==> src/rtl/pcb_pkg.sv <==
package pcb_pkg;

  parameter int unsigned PCB_DATA_W = 8;
  parameter int unsigned PCB_ADDR_W = 2 * PCB_DATA_W;

  typedef enum logic [3:0] {
    XK_SEQ,     // not a transfer: step one byte
    XK_DECJ,    // decrement register, branch if nonzero
    XK_CMPR,    // compare immediate with bank register
    XK_CMPA,    // compare immediate with accumulator
    XK_SHORT,   // unconditional relative
    XK_LONG,    // absolute address from operands
    XK_ACCPTR,  // accumulator plus data pointer
    XK_PTR,     // data pointer
    XK_STOP     // halt
  } xfer_kind_e;

  localparam logic [7:0] OPC_SHORT  = 8'hDC;
  localparam logic [7:0] OPC_LONG   = 8'hD8;
  localparam logic [7:0] OPC_ACCPTR = 8'hDD;
  localparam logic [7:0] OPC_PTR    = 8'hDE;
  localparam logic [7:0] OPC_CMPA   = 8'hDF;
  localparam logic [7:0] OPC_STOP   = 8'hFF;

endpackage

==> src/rtl/pcb_decode.sv <==
module pcb_decode
  import pcb_pkg::*;
#(
  parameter int unsigned DATA_W = PCB_DATA_W
) (
  input  logic [DATA_W-1:0] opcode,
  output xfer_kind_e        kind
);

  always_comb begin
    kind = XK_SEQ;
    unique casez (opcode[7:0])
      8'b1101_00??: kind = XK_DECJ;
      8'b1101_01??: kind = XK_CMPR;
      OPC_CMPA:     kind = XK_CMPA;
      OPC_SHORT:    kind = XK_SHORT;
      OPC_LONG:     kind = XK_LONG;
      OPC_ACCPTR:   kind = XK_ACCPTR;
      OPC_PTR:      kind = XK_PTR;
      OPC_STOP:     kind = XK_STOP;
      default:      kind = XK_SEQ;
    endcase
  end

endmodule

==> src/rtl/pcb_cond.sv <==
module pcb_cond
  import pcb_pkg::*;
#(
  parameter int unsigned DATA_W = PCB_DATA_W
) (
  input  xfer_kind_e        kind,
  input  logic [DATA_W-1:0] breg,
  input  logic [DATA_W-1:0] acc,
  input  logic [DATA_W-1:0] cmp_imm,
  output logic [DATA_W-1:0] dec_val,
  output logic              take
);

  logic reg_differs;
  logic acc_differs;

  assign dec_val     = breg - DATA_W'(1);
  assign reg_differs = (cmp_imm != breg);
  assign acc_differs = (cmp_imm != acc);

  always_comb begin
    unique case (kind)
      XK_DECJ:   take = (dec_val != '0);
      XK_CMPR:   take = reg_differs;
      XK_CMPA:   take = acc_differs;
      XK_SHORT,
      XK_LONG,
      XK_ACCPTR,
      XK_PTR:    take = 1'b1;
      default:   take = 1'b0;
    endcase
  end

endmodule

==> src/rtl/pcb_target.sv <==
module pcb_target
  import pcb_pkg::*;
#(
  parameter int unsigned DATA_W = PCB_DATA_W,
  parameter int unsigned ADDR_W = PCB_ADDR_W
) (
  input  logic [ADDR_W-1:0] pc,
  input  logic [DATA_W-1:0] acc,
  input  logic [ADDR_W-1:0] dptr,
  input  logic [DATA_W-1:0] op1,
  input  logic [DATA_W-1:0] op2,
  output logic [ADDR_W-1:0] seq1,
  output logic [ADDR_W-1:0] seq2,
  output logic [ADDR_W-1:0] seq3,
  output logic [ADDR_W-1:0] rel_a,   // displacement in op1, base pc+1
  output logic [ADDR_W-1:0] rel_b,   // displacement in op2, base pc+2
  output logic [ADDR_W-1:0] abs_tgt,
  output logic [ADDR_W-1:0] accptr
);

  localparam int unsigned EXT_W = ADDR_W - DATA_W;

  logic [ADDR_W-1:0] sx1;
  logic [ADDR_W-1:0] sx2;
  logic [ADDR_W-1:0] zacc;

  generate
    if (EXT_W > 0) begin : g_ext
      assign sx1  = {{EXT_W{op1[DATA_W-1]}}, op1};
      assign sx2  = {{EXT_W{op2[DATA_W-1]}}, op2};
      assign zacc = {{EXT_W{1'b0}}, acc};
    end else begin : g_noext
      assign sx1  = op1[ADDR_W-1:0];
      assign sx2  = op2[ADDR_W-1:0];
      assign zacc = acc[ADDR_W-1:0];
    end
  endgenerate

  assign seq1    = pc + ADDR_W'(1);
  assign seq2    = pc + ADDR_W'(2);
  assign seq3    = pc + ADDR_W'(3);
  assign rel_a   = seq1 + sx1;
  assign rel_b   = seq2 + sx2;
  assign abs_tgt = ADDR_W'({op1, op2});
  assign accptr  = zacc + dptr;

endmodule

==> src/rtl/pc_branch_unit.sv <==
module pc_branch_unit
  import pcb_pkg::*;
#(
  parameter int unsigned DATA_W = PCB_DATA_W,
  parameter int unsigned ADDR_W = PCB_ADDR_W
) (
  input  logic              clk,
  input  logic              rst_n,
  input  logic              ins_valid,
  output logic              ins_ready,
  input  logic [DATA_W-1:0] ins_opcode,
  input  logic [ADDR_W-1:0] ins_pc,
  input  logic [DATA_W-1:0] ins_acc,
  input  logic [ADDR_W-1:0] ins_dptr,
  input  logic [DATA_W-1:0] ins_breg,
  input  logic [DATA_W-1:0] ins_op1,
  input  logic [DATA_W-1:0] ins_op2,
  output logic              res_valid,
  input  logic              res_ready,
  output logic [ADDR_W-1:0] res_pc,
  output logic              res_taken,
  output logic              res_wb_en,
  output logic [DATA_W-1:0] res_wb_val,
  output logic              halted
);

  xfer_kind_e        kind;
  logic [DATA_W-1:0] dec_val;
  logic              take;
  logic [ADDR_W-1:0] seq1, seq2, seq3, rel_a, rel_b, abs_tgt, accptr;

  pcb_decode #(.DATA_W(DATA_W)) u_dec (
    .opcode (ins_opcode),
    .kind   (kind)
  );

  pcb_cond #(.DATA_W(DATA_W)) u_cond (
    .kind    (kind),
    .breg    (ins_breg),
    .acc     (ins_acc),
    .cmp_imm (ins_op1),
    .dec_val (dec_val),
    .take    (take)
  );

  pcb_target #(.DATA_W(DATA_W), .ADDR_W(ADDR_W)) u_tgt (
    .pc      (ins_pc),
    .acc     (ins_acc),
    .dptr    (ins_dptr),
    .op1     (ins_op1),
    .op2     (ins_op2),
    .seq1    (seq1),
    .seq2    (seq2),
    .seq3    (seq3),
    .rel_a   (rel_a),
    .rel_b   (rel_b),
    .abs_tgt (abs_tgt),
    .accptr  (accptr)
  );

  // next-PC selection
  logic [ADDR_W-1:0] nxt_pc;
  always_comb begin
    unique case (kind)
      XK_DECJ:   nxt_pc = take ? rel_a : seq2;
      XK_CMPR,
      XK_CMPA:   nxt_pc = take ? rel_b : seq3;
      XK_SHORT:  nxt_pc = rel_a;
      XK_LONG:   nxt_pc = abs_tgt;
      XK_ACCPTR: nxt_pc = accptr;
      XK_PTR:    nxt_pc = ins_dptr;
      XK_STOP:   nxt_pc = ins_pc;
      default:   nxt_pc = seq1;
    endcase
  end

  // handshake and result register
  logic accept;
  logic halt_q;
  logic vld_q;

  assign ins_ready = !halt_q && (!vld_q || res_ready);
  assign accept    = ins_valid && ins_ready;

  always_ff @(posedge clk) begin
    if (!rst_n) begin
      vld_q      <= 1'b0;
      halt_q     <= 1'b0;
      res_pc     <= '0;
      res_taken  <= 1'b0;
      res_wb_en  <= 1'b0;
      res_wb_val <= '0;
    end else begin
      if (accept) begin
        vld_q      <= 1'b1;
        res_pc     <= nxt_pc;
        res_taken  <= take;
        res_wb_en  <= (kind == XK_DECJ);
        res_wb_val <= (kind == XK_DECJ) ? dec_val : '0;
        if (kind == XK_STOP) halt_q <= 1'b1;
      end else if (res_ready) begin
        vld_q <= 1'b0;
      end
    end
  end

  assign res_valid = vld_q;
  assign halted    = halt_q;

endmodule

==> config.mk <==
export PLATFORM = sky130hd
export DESIGN_NAME = pc_branch_unit
export DESIGN_NICKNAME = d
export VERILOG_FILES = /design/src/rtl/pcb_pkg.sv /design/src/rtl/pcb_decode.sv /design/src/rtl/pcb_cond.sv /design/src/rtl/pcb_target.sv /design/src/rtl/pc_branch_unit.sv
export SDC_FILE = /design/constraint.sdc
export NUM_CORES = 1
export LEC_CHECK = 0
export ABC_AREA = 1
export BUFFER_PORTS_ARGS = -buffer_cell sky130_fd_sc_hd__buf_2
export CAP_MARGIN = 30
export CORE_MARGIN = 5
export CORE_UTILIZATION = 40
export DETAILED_ROUTE_END_ITERATION = 7
export RECOVER_POWER = 100
export SYNTH_ARGS = -nofsm -noshare
export SYNTH_HDL_FRONTEND = slang
export SYNTH_SLANG_ARGS = --single-unit
==> constraint.sdc <==
create_clock -name clk -period 2.6 [get_ports clk]
set_input_delay 0 -clock clk [delete_from_list [all_inputs] [get_ports clk]]
set_output_delay 0 -clock clk [all_outputs]
set_load 0.05 [all_outputs]
==> metrics.csv <==
stage,metric,value,unit
drt,total number of vias,7646,
logic_synthesis,Synth Flop Type,dfxtp_1,
logic_synthesis,synthesized flop and latch total,28,
worst_setup_path,CP Launch Type,input pin,
logic_synthesis,most frequent cell after synthesis,nand2_1,
placement,Final HPWL DP,19.3,mm
logic_synthesis,"top cells by area, synth","nand2_1, nand3_1, dfxtp_1, ha_1, inv_1",
power,internal power,0.00128,W
power,Flop pwr share,20.0,%
clocking,Clock Tree Buf Depth,2,
worst_setup_path,buffer and inverter count on the worst path,5,
global_route,GR Overflow Total,0,
run,max_cap viols,0,
finish,share of cells above drive strength 1,26.7,%
timing,crit path time final,2.55,ns
global_route,antenna violations before repair,0,
clocking,CTS buffer count,3,
worst_setup_path,maximum fanout along the worst path,6,
worst_setup_path,"Req. time, crit path",2.72,ns
logic_synthesis,"EDFF count, synth",0,
clocking,CTS sink cnt,28,
clocking,clock-pin transition on the worst setup and hold timing paths,0.07,ns
finish,fillers,1489,
power,Peak VDD IR,0.250,mV
power,Lkg Pwr,4.02,nW
logic_synthesis,register area share after synthesis,9.73,%
timing,"Slew Viols, Final",0,
die,Starting Density,41.2,%
logic_synthesis,post-synth top area cell,nand2_1,
drt,Routed WL,23.7,mm
worst_setup_path,crit path max-delay cell type,or2_2,
timing,period utilisation layout,97.9,%
logic_synthesis,mapped cell area,5760,um^2
worst_setup_path,crit-path leading delay family,simple AND/OR/NAND/NOR gates,
die,I/O pin cnt,105,
placement,port bufs,104,
worst_setup_path,slowest cell delay on critical path,0.27,ns
global_route,vias in the first global route,7074,
finish,final core utilization,57.9,%
drt,Final ANT Viol Nets,0,
drt,wire length per cell,16.6,um
drt,via-per-instance ratio,5.35,
timing,Max Clk Rate,393,MHz
die,# rows,43,
logic_synthesis,mux contribution to synthesized area,0,%
timing,Max Clock Skew,0.00547,ns
drt,Iter 0 DRT Violations,738,
hold_path,Hold/Removal Path Class,in2reg,
logic_synthesis,synth warn,0,
power,Clk pwr share,15.0,%
logic_synthesis,Gate Count Post-Synth,1027,
outcome,status,completed,
logic_synthesis,Syn Nets,1150,
drt,Post-route DRC,0,
logic_synthesis,adder-cell area share of the yosys netlist,10.6,%
worst_setup_path,"critical path, cell by cell",buf_4 > buf_6 > clkinvlp_4 > o21ai_1 > o21ai_1 > inv_1 > ha_4 > a21oi_2 > nand2_1 > buf_4 > nand2_1 > nand3_2 > nand2_1 > nand2_1 > or2_2 > nand2_1 > nor2_1 > nor3_1 > nand3_1 > nand2_1 > a21oi_1,
logic_synthesis,mean area per synthesized cell,5.61,um^2
finish,Antenna Cells,0,
logic_synthesis,number of distinct library cells after synthesis,38,
clocking,H-tree Lvls,1,
die,Die Span Y,130,um
logic_synthesis,asr flop ratio synth,0,%
worst_setup_path,WS Path Type,in2reg,
power,Power Density,284,nW/um^2
clocking,CTS tree,done,
worst_setup_path,element type at the critical path end,register,
global_route,global-route wire length before repair,36.3,mm
timing,relative slew slack,52.5,%
placement,RePlAce Congestion,0.961,
timing,"Hold Vio Cnt, Final",0,
logic_synthesis,Post-Synth Simple-Gate Area,43.0,%
finish,Layout area overhead,40.5,%
power,Net Switching,0.00102,W
worst_setup_path,critical path arrival,2.67,ns
die,Die ar.,16900,um^2
global_route,largest net degree at the start of global routing,34,
timing,Worst Tran Pin Value,0.708,ns
logic_synthesis,most frequent cells after synthesis,"nand2_1, inv_1, nand3_1",
logic_synthesis,largest family of logic cells by synthesized area,simple AND/OR/NAND/NOR gates,
clocking,CTS Root Cell,clkbuf_16,
drt,DRT Pass-1 Iters,5,
logic_synthesis,share of the synthesized area in the top cell type,18.0,%
timing,Final TNS setup,0,ns
logic_synthesis,Compound-Gate Fraction of Synth Area,14.3,%
die,width of the die,130,um
clocking,latest clock arrival within the worst-skew pair,0.26,ns
power,share of total power in combinational logic,65.0,%
die,Placeable Area,14000,um^2
worst_setup_path,most frequent CP cell,nand2_1,
logic_synthesis,Post-Synth XOR/XNOR Area,10.2,%
finish,layout net count,1374,
timing,Final Setup Violations,0,
power,switching part of the total power,44.4,%
global_route,Total GRT Usage,26.7,%
[kinds of logic after synthesis]
family / count (synthesis)
AND/OR/NAND/NOR: 567
buffers and inverters: 172
AO/OA/AOI/OAI: 146
XOR/XNOR: 67
adder cells (fa/ha/maj): 47
flip-flops: 28
[through the flow]
| stage | hold WS, ns | worst slack, ns | cell area (um^2) | std cells | total power, W |
|---|---|---|---|---|---|
| 2_1_floorplan | 0.130 | 0.113 | 5760 | 1027 | 0.00121 |
| 6_report | 0.0717 | 0.0536 | 8090 | 1429 | 0.00230 |
| 4_1_cts | 0.0682 | 0.00547 | 7550 | 1425 | 0.00215 |
| 5_1_grt | 0.0874 | -0.0603 | 8090 | 1429 | 0.00246 |
| 3_5_place_dp | 0.252 | -0.494 | 7420 | 1421 | 0.00180 |
| 3_3_place_gp | 0.246 | -0.526 | 7420 | 1421 | 0.00180 |
[power by group through the flow]
| stage | clock, W | combinational (W) | sequential (W) |
|---|---|---|---|
| 6_report | 0.000345 | 0.00149 | 0.000459 |
| 3_5_place_dp | 0 | 0.00133 | 0.000468 |
| 3_3_place_gp | 0 | 0.00133 | 0.000468 |
| 2_1_floorplan | 0 | 0.000674 | 0.000539 |
| 4_1_cts | 0.000345 | 0.00135 | 0.000459 |
| 5_1_grt | 0.000374 | 0.00163 | 0.000462 |
[worst min-delay path: stages]
cell and delay (ns):
buf_2 0.10, inv_1 0.07, nand2_1 0.07, a21oi_1 0.05
[flip-flops by register name (all words and copies together) (netlist names)]
name / count
res_pc: 16
res_wb_val: 8
halted: 1
res_taken: 1
res_valid: 1
res_wb_en: 1
[layout make-up]
class / count / area, um^2 / area share [%]
sequential: 28 / 561 / 6.93
timing repair buffer: 249 / 1650 / 20.3
inverter: 142 / 537 / 6.63
tap: 180 / 225 / 2.78
clock buffer: 3 / 75.1 / 0.928
multi-input combinational: 827 / 5050 / 62.4
[per-layer routing]
layer	track usage [%]	part of all wire, %	vias to the layer above
met3	3.32	7.6	54
met4	8.13	3.6	0
li1	-	-	3795
met2	44.2	45	292
met5	0	0	-
met1	36.4	43	3505
[layout by cell type, fill, tap and decap left out, drive strengths merged, types with 5 or more instances in the layout]
cell type | Yosys | final
nand2 | 285 | 285
nand3 | 137 | 137
nand4 | 10 | 10
o2111ai | 6 | 6
xnor2 | 11 | 11
nor2 | 94 | 94
o211ai | 6 | 6
dfxtp | 28 | 28
a21oi | 65 | 65
ha | 44 | 44
or2 | 7 | 7
buf | 19 | 216
o21ai | 48 | 48
o22ai | 5 | 5
nor3 | 21 | 21
xor2 | 56 | 56
clkbuf | 11 | 35
nand3b | 9 | 9
inv | 141 | 140
[worst paths after layout]
path,from,end,slack (ns),cells past startpoint
max,ins_pc[0],res_pc[10],0.05,21
max reg2reg,res_valid,res_pc[8],0.96,9
min reg2reg,res_pc[7],res_pc[7],0.47,2
min,ins_breg[0],res_wb_val[0],0.07,4
[what timing repair did]
action | 4_1_cts | 5_1_grt
setup buffers | 0 | 5
endpoints found under the hold margin | 1 | 0
pin swaps | 3 | 36
endpoints found under the setup margin | 6 | 11
hold buffers | 1 | 0
resized for setup | 12 | 122
No activity file was read; power rests on OpenSTA's default activity.
